==> config.mk <==
export PLATFORM = sky130hd
export DESIGN_NAME = vid_stream_fmt
export DESIGN_NICKNAME = d
export VERILOG_FILES = /design/src/rtl/vsf_pkg.sv /design/src/rtl/vsf_skid.sv /design/src/rtl/vsf_seq.sv /design/src/rtl/vsf_refout.sv /design/src/rtl/vid_stream_fmt.sv
export SDC_FILE = /design/constraint.sdc
export NUM_CORES = 1
export LEC_CHECK = 0
export CAP_MARGIN = 20
export CORE_AREA = 2 2 103 105
export CTS_BUF_LIST = sky130_fd_sc_hd__clkbuf_4 sky130_fd_sc_hd__clkbuf_8
export CTS_CLUSTER_SIZE = 20
export DETAILED_ROUTE_END_ITERATION = 8
export DIE_AREA = 0 0 105 107
export PLACE_DENSITY = 0.47
export SYNTH_ARGS = -nofsm -noshare
export SYNTH_HDL_FRONTEND = slang
export SYNTH_SLANG_ARGS = --single-unit
==> constraint.sdc <==
create_clock -name clk -period 2.3 [get_ports clk]
set_input_delay 0.575 -clock clk [delete_from_list [all_inputs] [get_ports clk]]
set_output_delay 0.575 -clock clk [all_outputs]
set_load 0.02 [all_outputs]
==> src/rtl/vsf_pkg.sv <==
package vsf_pkg;
  localparam int BYTE_W = 8;
  localparam logic [BYTE_W-1:0] PRE_HI = 8'hFF;
  localparam logic [BYTE_W-1:0] FILL   = 8'h00;

  typedef struct packed {
    logic [BYTE_W-1:0] pix;
    logic              fld;
    logic              hon;
    logic              von;
    logic              sol;
    logic              eol;
    logic              lastln;
  } beat_t;

  typedef enum logic [1:0] {SQ_IDLE, SQ_Z1, SQ_Z2, SQ_CODE} seq_st_t;

  // status byte: {msb, field, vblank, end-flag, protection nibble}
  function automatic logic [BYTE_W-1:0] trc_code(input logic msb, input logic f,
                                                 input logic v, input logic h);
    logic [3:0] p;
    case ({msb, f, v, h})
      4'b0000: p = 4'hE;
      4'b0001: p = 4'h3;
      4'b0010: p = 4'h5;
      4'b0011: p = 4'h8;
      4'b0100: p = 4'h9;
      4'b0101: p = 4'h4;
      4'b0110: p = 4'h2;
      4'b0111: p = 4'hF;
      4'b1000: p = 4'h0;
      4'b1001: p = 4'hD;
      4'b1010: p = 4'hB;
      4'b1011: p = 4'h6;
      4'b1100: p = 4'h7;
      4'b1101: p = 4'hA;
      4'b1110: p = 4'hC;
      default: p = 4'h1;
    endcase
    return {msb, f, v, h, p};
  endfunction
endpackage

==> src/rtl/vsf_skid.sv <==
module vsf_skid
  import vsf_pkg::*;
#(
  parameter int DEPTH = 2
) (
  input  logic  clk,
  input  logic  rst,
  input  logic  wr_valid,
  output logic  wr_ready,
  input  beat_t wr_data,
  output logic  rd_valid,
  output beat_t rd_data,
  input  logic  rd_pop
);
  localparam int PW = (DEPTH > 1) ? $clog2(DEPTH) : 1;
  localparam int CW = $clog2(DEPTH + 1);

  beat_t          mem [DEPTH];
  logic [PW-1:0]  wp, rp;
  logic [CW-1:0]  cnt;
  logic           wr_fire, rd_fire;

  function automatic logic [PW-1:0] nxt(input logic [PW-1:0] p);
    return (p == PW'(DEPTH - 1)) ? '0 : p + 1'b1;
  endfunction

  assign wr_ready = (cnt != CW'(DEPTH));
  assign rd_valid = (cnt != '0);
  assign rd_data  = mem[rp];
  assign wr_fire  = wr_valid & wr_ready;
  assign rd_fire  = rd_pop & rd_valid;

  always_ff @(posedge clk) begin
    if (wr_fire) mem[wp] <= wr_data;
  end

  always_ff @(posedge clk) begin
    if (rst) begin
      wp  <= '0;
      rp  <= '0;
      cnt <= '0;
    end else begin
      if (wr_fire) wp <= nxt(wp);
      if (rd_fire) rp <= nxt(rp);
      case ({wr_fire, rd_fire})
        2'b10:   cnt <= cnt + 1'b1;
        2'b01:   cnt <= cnt - 1'b1;
        default: cnt <= cnt;
      endcase
    end
  end
endmodule

==> src/rtl/vsf_seq.sv <==
module vsf_seq
  import vsf_pkg::*;
(
  input  logic              clk,
  input  logic              rst,
  input  logic              codes_en,
  input  logic              msb,
  input  logic              pol_q,
  input  logic              ext_rdy,
  input  logic              head_valid,
  input  beat_t             head,
  output logic              pop,
  output logic [BYTE_W-1:0] out_byte,
  output logic              out_q,
  output logic              pix_fire,
  output logic              pix_h,
  output logic              pix_v,
  output seq_st_t           st
);
  logic [BYTE_W-1:0] code_r, eav_code;
  logic              sav_done, eav_pend;
  logic              start_eav, can_head, start_sav;

  always_comb begin
    start_eav = (st == SQ_IDLE) && eav_pend && codes_en && ext_rdy;
    can_head  = (st == SQ_IDLE) && !eav_pend && head_valid && ext_rdy;
    start_sav = can_head && codes_en && head.sol && !sav_done;
    pix_fire  = can_head && !start_sav;
    pop       = pix_fire;
    pix_h     = head.hon;
    pix_v     = head.von;
  end

  always_ff @(posedge clk) begin
    if (rst) begin
      st       <= SQ_IDLE;
      out_byte <= FILL;
      out_q    <= pol_q;
      code_r   <= '0;
      eav_code <= '0;
      sav_done <= 1'b0;
      eav_pend <= 1'b0;
    end else begin
      out_byte <= FILL;
      out_q    <= pol_q;
      case (st)
        SQ_Z1: begin
          out_q <= ~pol_q;
          st    <= SQ_Z2;
        end
        SQ_Z2: begin
          out_q <= ~pol_q;
          st    <= SQ_CODE;
        end
        SQ_CODE: begin
          out_byte <= code_r;
          out_q    <= ~pol_q;
          st       <= SQ_IDLE;
        end
        default: begin
          if (start_eav) begin
            out_byte <= PRE_HI;
            out_q    <= ~pol_q;
            code_r   <= eav_code;
            eav_pend <= 1'b0;
            st       <= SQ_Z1;
          end else if (start_sav) begin
            out_byte <= PRE_HI;
            out_q    <= ~pol_q;
            code_r   <= trc_code(msb, head.fld, ~head.von, 1'b0);
            sav_done <= 1'b1;
            st       <= SQ_Z1;
          end else if (pix_fire) begin
            out_byte <= head.pix;
            out_q    <= ~pol_q;
            sav_done <= 1'b0;
            if (codes_en && head.eol) begin
              eav_pend <= 1'b1;
              eav_code <= trc_code(msb, head.fld, ~head.von | head.lastln, 1'b1);
            end
          end
        end
      endcase
      if (!codes_en) eav_pend <= 1'b0;
    end
  end
endmodule

==> src/rtl/vsf_refout.sv <==
module vsf_refout #(
  parameter int NCH = 2
) (
  input  logic           clk,
  input  logic           rst,
  input  logic           trig,
  input  logic [NCH-1:0] pol,
  input  logic           fire,
  input  logic [NCH-1:0] lvl,
  output logic [NCH-1:0] ref_out
);
  for (genvar gi = 0; gi < NCH; gi++) begin : g_ch
    logic st_q;
    always_ff @(posedge clk) begin
      if (rst) begin
        st_q        <= 1'b0;
        ref_out[gi] <= pol[gi];
      end else begin
        if (fire) st_q <= lvl[gi];
        if (trig) ref_out[gi] <= (fire & lvl[gi] & ~st_q) ^ pol[gi];
        else      ref_out[gi] <= (fire ? lvl[gi] : st_q) ^ pol[gi];
      end
    end
  end
endmodule

==> src/rtl/vid_stream_fmt.sv <==
module vid_stream_fmt
  import vsf_pkg::*;
#(
  parameter int SKID_DEPTH = 2
) (
  input  logic       clk,
  input  logic       rst,
  input  logic       cfg_codes_en,
  input  logic       cfg_msb,
  input  logic       cfg_trig,
  input  logic       cfg_pol_dq,
  input  logic       cfg_pol_hg,
  input  logic       cfg_pol_vg,
  input  logic       in_valid,
  output logic       in_ready,
  input  logic [7:0] in_pix,
  input  logic       in_field,
  input  logic       in_hact,
  input  logic       in_vact,
  input  logic       in_sol,
  input  logic       in_eol,
  input  logic       in_lastln,
  input  logic       ext_rdy,
  output logic [7:0] out_data,
  output logic       out_dq,
  output logic       out_hgate,
  output logic       out_vgate
);
  beat_t   wr_beat, head;
  logic    head_valid, pop, fire, ph, pv;
  logic [1:0] refs;
  seq_st_t seq_st;

  assign wr_beat = '{pix: in_pix, fld: in_field, hon: in_hact, von: in_vact,
                     sol: in_sol, eol: in_eol, lastln: in_lastln};

  vsf_skid #(.DEPTH(SKID_DEPTH)) u_skid (
    .clk(clk), .rst(rst),
    .wr_valid(in_valid), .wr_ready(in_ready), .wr_data(wr_beat),
    .rd_valid(head_valid), .rd_data(head), .rd_pop(pop)
  );

  vsf_seq u_seq (
    .clk(clk), .rst(rst),
    .codes_en(cfg_codes_en), .msb(cfg_msb), .pol_q(cfg_pol_dq), .ext_rdy(ext_rdy),
    .head_valid(head_valid), .head(head), .pop(pop),
    .out_byte(out_data), .out_q(out_dq),
    .pix_fire(fire), .pix_h(ph), .pix_v(pv), .st(seq_st)
  );

  vsf_refout #(.NCH(2)) u_ref (
    .clk(clk), .rst(rst), .trig(cfg_trig),
    .pol({cfg_pol_vg, cfg_pol_hg}), .fire(fire), .lvl({pv, ph}),
    .ref_out(refs)
  );

  assign out_hgate = refs[0];
  assign out_vgate = refs[1];
endmodule

=== Yosys cells after proc, flatten, opt, wreduce, memory -nomap -nowiden ===
Memories as Yosys holds them, arrays and structs flattened. A register that Yosys moved wholly into a read port is not among the register bits.
Cells that the tools add are included.

* Register bits after elaboration: 37
* RAM bits: 28
* Input port bits: 24
* Memories kept: 1

{| class="wikitable"
|+ Memory list
! memory !! depth !! bits a word !! read ports !! clocked after memory_dff !! wr ports !! RTL line !! text
|-
| u_skid.mem || 2 || 14 || 1 || 1 || 1 || vsf_skid.sv:18 || <nowiki>beat_t mem [DEPTH];</nowiki>
|}

* Add/subtract/negate cells: 4
* Equality and inequality tests: 20
* Muxes and demuxes: 35
* Bitwise gates (word level): 19
* Reductions and logical operators: 31

{| class="wikitable"
|+ Operators by type and width
! kind !! count
|-
| 8-bit 2-to-1 mux || 5
|-
| 4-bit case mux with 8 select lines || 1
|-
| 4-bit case mux with 7 select lines || 1
|-
| 1-bit 2-to-1 mux || 23
|-
| 3-bit == test (second input constant) || 7
|-
| 8-bit case mux with 2 select lines || 1
|-
| 3-bit by 2-bit == test with 1-bit output (second input constant) || 4
|-
| 2-bit nonzero test || 6
|-
| 1-bit logical AND || 11
|-
| 1-bit inverter || 8
|-
| 1-bit AND || 6
|-
| 2-bit == test (second input constant) || 3
|-
| 3-bit by 1-bit == test with 1-bit output (second input constant) || 2
|-
| 3-bit zero test || 2
|-
| 2-bit case mux with 3 select lines || 1
|-
| 5-bit AND reduction || 1
|-
| 5-bit nonzero test || 1
|-
| 2-bit by 1-bit == test with 1-bit output (second input constant) || 2
|-
| 2-bit 2-to-1 mux || 2
|-
| 2-bit case mux with 2 select lines || 1
|-
| 4-bit AND reduction || 1
|-
| 2-bit OR reduction || 2
|-
| 1-bit XOR || 4
|-
| 1-bit zero test || 3
|-
| other kinds (10) || 11
|}

=== Longest topological paths before layout ===
* Depth in word-level cells: 14
* Gate-level depth with buffers: 9

=== Cells and area by module ===
Synthesis repeated with hierarchy kept, for this count alone.

* Cell total of the unflattened synthesis: 241
* Area total of the unflattened synthesis: 2891.5 µm²

{| class="wikitable"
|+ Modules (own cells, without submodules)
! module !! times used !! cells an instance !! area each (µm²)
|-
| vsf_seq || 1 || 160 || 1487.7
|-
| vsf_skid || 1 || 67 || 1226.2
|-
| vsf_refout || 1 || 14 || 177.7
|}

=== Least setup slack after synthesis ===
No wires, ideal clock.

* Path kind: reg-to-reg
* Start point: reg with a tool-made name
* End point: reg u_skid.cnt[1]
* Data arrival time: 1932 ps
* Required time: 2230 ps
* Slack: 297 ps
* Cell stages (with the launch flop): 8
* Period minus slack after synthesis: 2003 ps
* Path through: dfxtp_1 buf_6 mux2_4 a211o_1 clkinv_2 ha_1 or3_1 a21oi_1

{| class="wikitable"
|+ RTL lines
! what !! RTL line !! text
|-
| end signal: assignment || vsf_skid.sv:46 || <nowiki>2'b10: cnt <= cnt + 1'b1;</nowiki>
|-
| end signal: assignment || vsf_skid.sv:47 || <nowiki>2'b01: cnt <= cnt - 1'b1;</nowiki>
|-
| end signal: assignment || vsf_skid.sv:48 || <nowiki>default: cnt <= cnt;</nowiki>
|-
| end: declaration || vsf_skid.sv:20 || <nowiki>logic [CW-1:0] cnt;</nowiki>
|}

=== Worst setup path in the final report ===
* Start point: reg u_skid.cnt[0]
* End point: out in_ready

* Longest elaborated chain between the ends: 1

{| class="wikitable"
|+ RTL lines
! what !! RTL line !! text
|-
| 2-bit != test || vsf_skid.sv:27 || <nowiki>assign wr_ready = (cnt != CW'(DEPTH));</nowiki>
|-
| end: declaration || vid_stream_fmt.sv:15 || <nowiki>output logic in_ready,</nowiki>
|}

Every way passes these cells.

==> impl_results.md <==
* Status: completed
* Initial antenna violation count at 0
* WS Path Type: register to output pin
* Hold path start: u_seq.eav_code[4]
* Nets@finish at 344
* Post-Syn Area at 2982 sq um
* Final Slew Violations at 0
* Worst Skew at 0.01222 ns
* WHS at between 0.4 and 0.5 ns
* First-pass GRT wire length at 11,360 microns
* Ant. Diodes at 0
* Core Area at 10,090 sq um
* Initial core utilization at 29.54%
* Final worst slack at 0.1282 ns
* TritonCTS buffer count at 9
* Total number of yosys warnings at 0
* Setup violators final at 0
* Area added between synthesis and finish at 29.79%
* PD cells at about 970 nW/um^2
* Most area-consuming cells after synthesis: edfxtp_1, dfxtp_1, mux2_2
* I/O pin total at 36
* First drt pass iteration count at 4
* Drt wl/cell at 14.78 microns
* Via Count at 2,114
* CP max stage delay at 0.63 ns
* Vias per cell at about 4.7
* Grt ovf at 0
* Worst path required time at 1.73 ns
* Design area at 3870 sq um
* Largest fanout on the critical path at 5
* Clock Root Buffer: clkbuf_8
* Synthesis-stage register bit count at 66
* Post CTS Setup Buffer Count at 0
* CP Capture Type: output pin
* Total GRT Usage at 13.26%
* Clock latency on the worst-skew pair at 0.35 ns
* Reg clk slew, reported paths at 0.08 ns
* Die height at 107 microns
* Post-synthesis sequential area ratio at 53.71%
* Crit path max-delay family: buffers and inverters
* Routed Antenna Nets at 0
* Min Tclk post-route at about 2.2 ns
* Unrepaired setup endpoints after global routing: false
* Cell count after synthesis at 251
* Cts hold-fix bufs at 0
* First DRT Iteration DRCs at 73
* CTS tree: built
* Post_cts resized at 0
* Filler cells at 1,039
* Crit. Startpoint: u_skid.cnt[0]
* Tightest Pin Transition at 0.6266 ns
* Leak Pwr at 1.383 nW
* Vias in the first global route at 2,175
* Asr flop ratio synth at 0%
* Die span in x at ~110 microns
* Crit start category: register
* Period utilization at 94.43%
* Slowest CP cell: clkdlybuf4s50_1
* Type of the tightest min-delay check: register to register
* CP bufs+invs at 1
* Layout cells sized above 1 at 23.97%
* Synth area leader: edfxtp_1
* Cell breakdown of the critical path: nand2b_1, clkdlybuf4s50_1
* PortBufs at 35
* Fmax at roughly 0.46 GHz
* Syn Area/Cell at roughly 12 sq um
* Gpl congestion at 0.7551
* Post-synth EDFFs at 28
* # DRC at 0
* Distinct cells, synth at 55
* Pin count of the biggest net entering global routing at 22
* Peak supply drop at 0.0003404 V
* Hpwl dp at between 4000 and 5000 microns
* H-tree levels at 3
* Critical path arrival at 1.60 ns
* Post-DP Area at 3652 sq um
* Clock buffer depth at 2
* Synth top area share at ~28%
* Net Count, Synth at between 200 and 300
* DRT Wirelength at 6695 microns
* Max-cap violations at 0
* Ys flop type: dfxtp_1
* DP Worst Slack at -0.05490 ns
* CTS Sinks at 66
* Std cell rows at 37
* Final Hold Fails at 0
* Final setup TNS at 0 ns
* Area of the die at around 11,000 sq um
* Slew HR at approximately three fifths
sequential cells by signal, summed over array words and instances, names as in the netlist, named ones only:
signal           flops
u_ref.g_ch.st_q      2
u_seq.out_q          1
u_seq.st             2
u_skid.wp            1
u_seq.eav_code       8
u_seq.code_r         8
u_seq.out_byte       8
u_seq.eav_pend       1
u_seq.sav_done       1
u_skid.cnt           2
u_skid.rp            1
u_skid.mem          28
u_ref.ref_out        2
cells by family after synthesis:
logic type | Yosys count | share of synthesized area (%)
AOI/OAI and AO/OA | 65 | 16.70
xor gates and xnor gates | 10 | 3.399
adders and majority gates | 8 | 3.357
buffers and inverters | 20 | 3.231
DFF | 66 | 53.71
muxes | 17 | 7.092
and+or+nand+nor | 65 | 12.51
power by group:
| part | total, W | switching (W) | internal (W) |
|---|---|---|---|
| clock network | 0.00109 | 0.000479 | 0.000608 |
| logic | 0.00116 | 0.000627 | 0.000537 |
| registers | 0.00150 | 0.0000913 | 0.00140 |
| total | 0.00375 | 0.00120 | 0.00255 |
cell usage after synthesis (4+ instances only):
cell	instances
dfxtp_1	38
edfxtp_1	28
a21oi_1	17
nand2_1	16
nor2_1	15
mux2_2	9
a22oi_1	8
ha_1	8
nor3_1	8
o21ai_0	7
xnor2_1	7
inv_1	6
clkbuf_1	5
mux2i_1	5
a21oi_2	4
a311oi_1	4
a311oi_2	4
buf_2	4
nand3_1	4
final timing paths:
path                                        end  slack (ns)  depth (start not counted)
worst max-delay path                   in_ready        0.13                          2
worst min register to register  u_seq.code_r[4]        0.47                          2
worst min-delay path            u_seq.code_r[4]        0.47                          2
worst max register to register  u_seq.code_r[1]        0.26                          7
placed cells by master, fill, tap and decap left out, types with 6 or more instances in the layout:
cell type,n
nor3_1,8
o21ai_0,7
ha_1,8
buf_4,26
a22oi_1,8
clkbuf_8,9
inv_1,6
nand2_1,16
dfxtp_1,38
a21oi_1,17
mux2_2,9
xnor2_1,7
clkdlybuf4s50_1,35
nor2_1,15
edfxtp_1,28
per-stage QoR:
stage | power, W | instances | util [%]
finish | 0.003747 | 453 | 38.35
detailed placement | 0.002696 | 437 | 36.19
CTS | 0.003787 | 453 | 38.35
global route | 0.003970 | 453 | 38.35
floorplan | 0.002296 | 251 | -
global placement | 0.002694 | 437 | 36.19
worst min-delay path: cells and delay by family (launching register included):
family,cells,cell delay [ns]
flip-flops,1,0.32
AO/OA/AOI/OAI,1,0.05
AND/OR/NAND/NOR,1,0.05
cell type report:
class	instances	area, sq um	share of cell area, %
clock buffer	9	123.9	3.201
clock inverter	7	93.84	2.425
inverter	8	31.28	0.8083
multi-input combinational	165	1284	33.17
sequential	66	1602	41.38
tap	136	170.2	4.397
timing repair buffer	62	565.5	14.61
per-layer routing:
layer | track usage [%] | vias to the layer above | wire (microns)
li1 | - | 1064 | -
met1 | 19.04 | 1008 | 3528
met2 | 18.83 | 35 | 2843
met3 | 3.040 | 7 | 221
met4 | 6.000 | 0 | 102
met5 | 0 | - | 0
No activity file was read; power rests on OpenSTA's default activity.
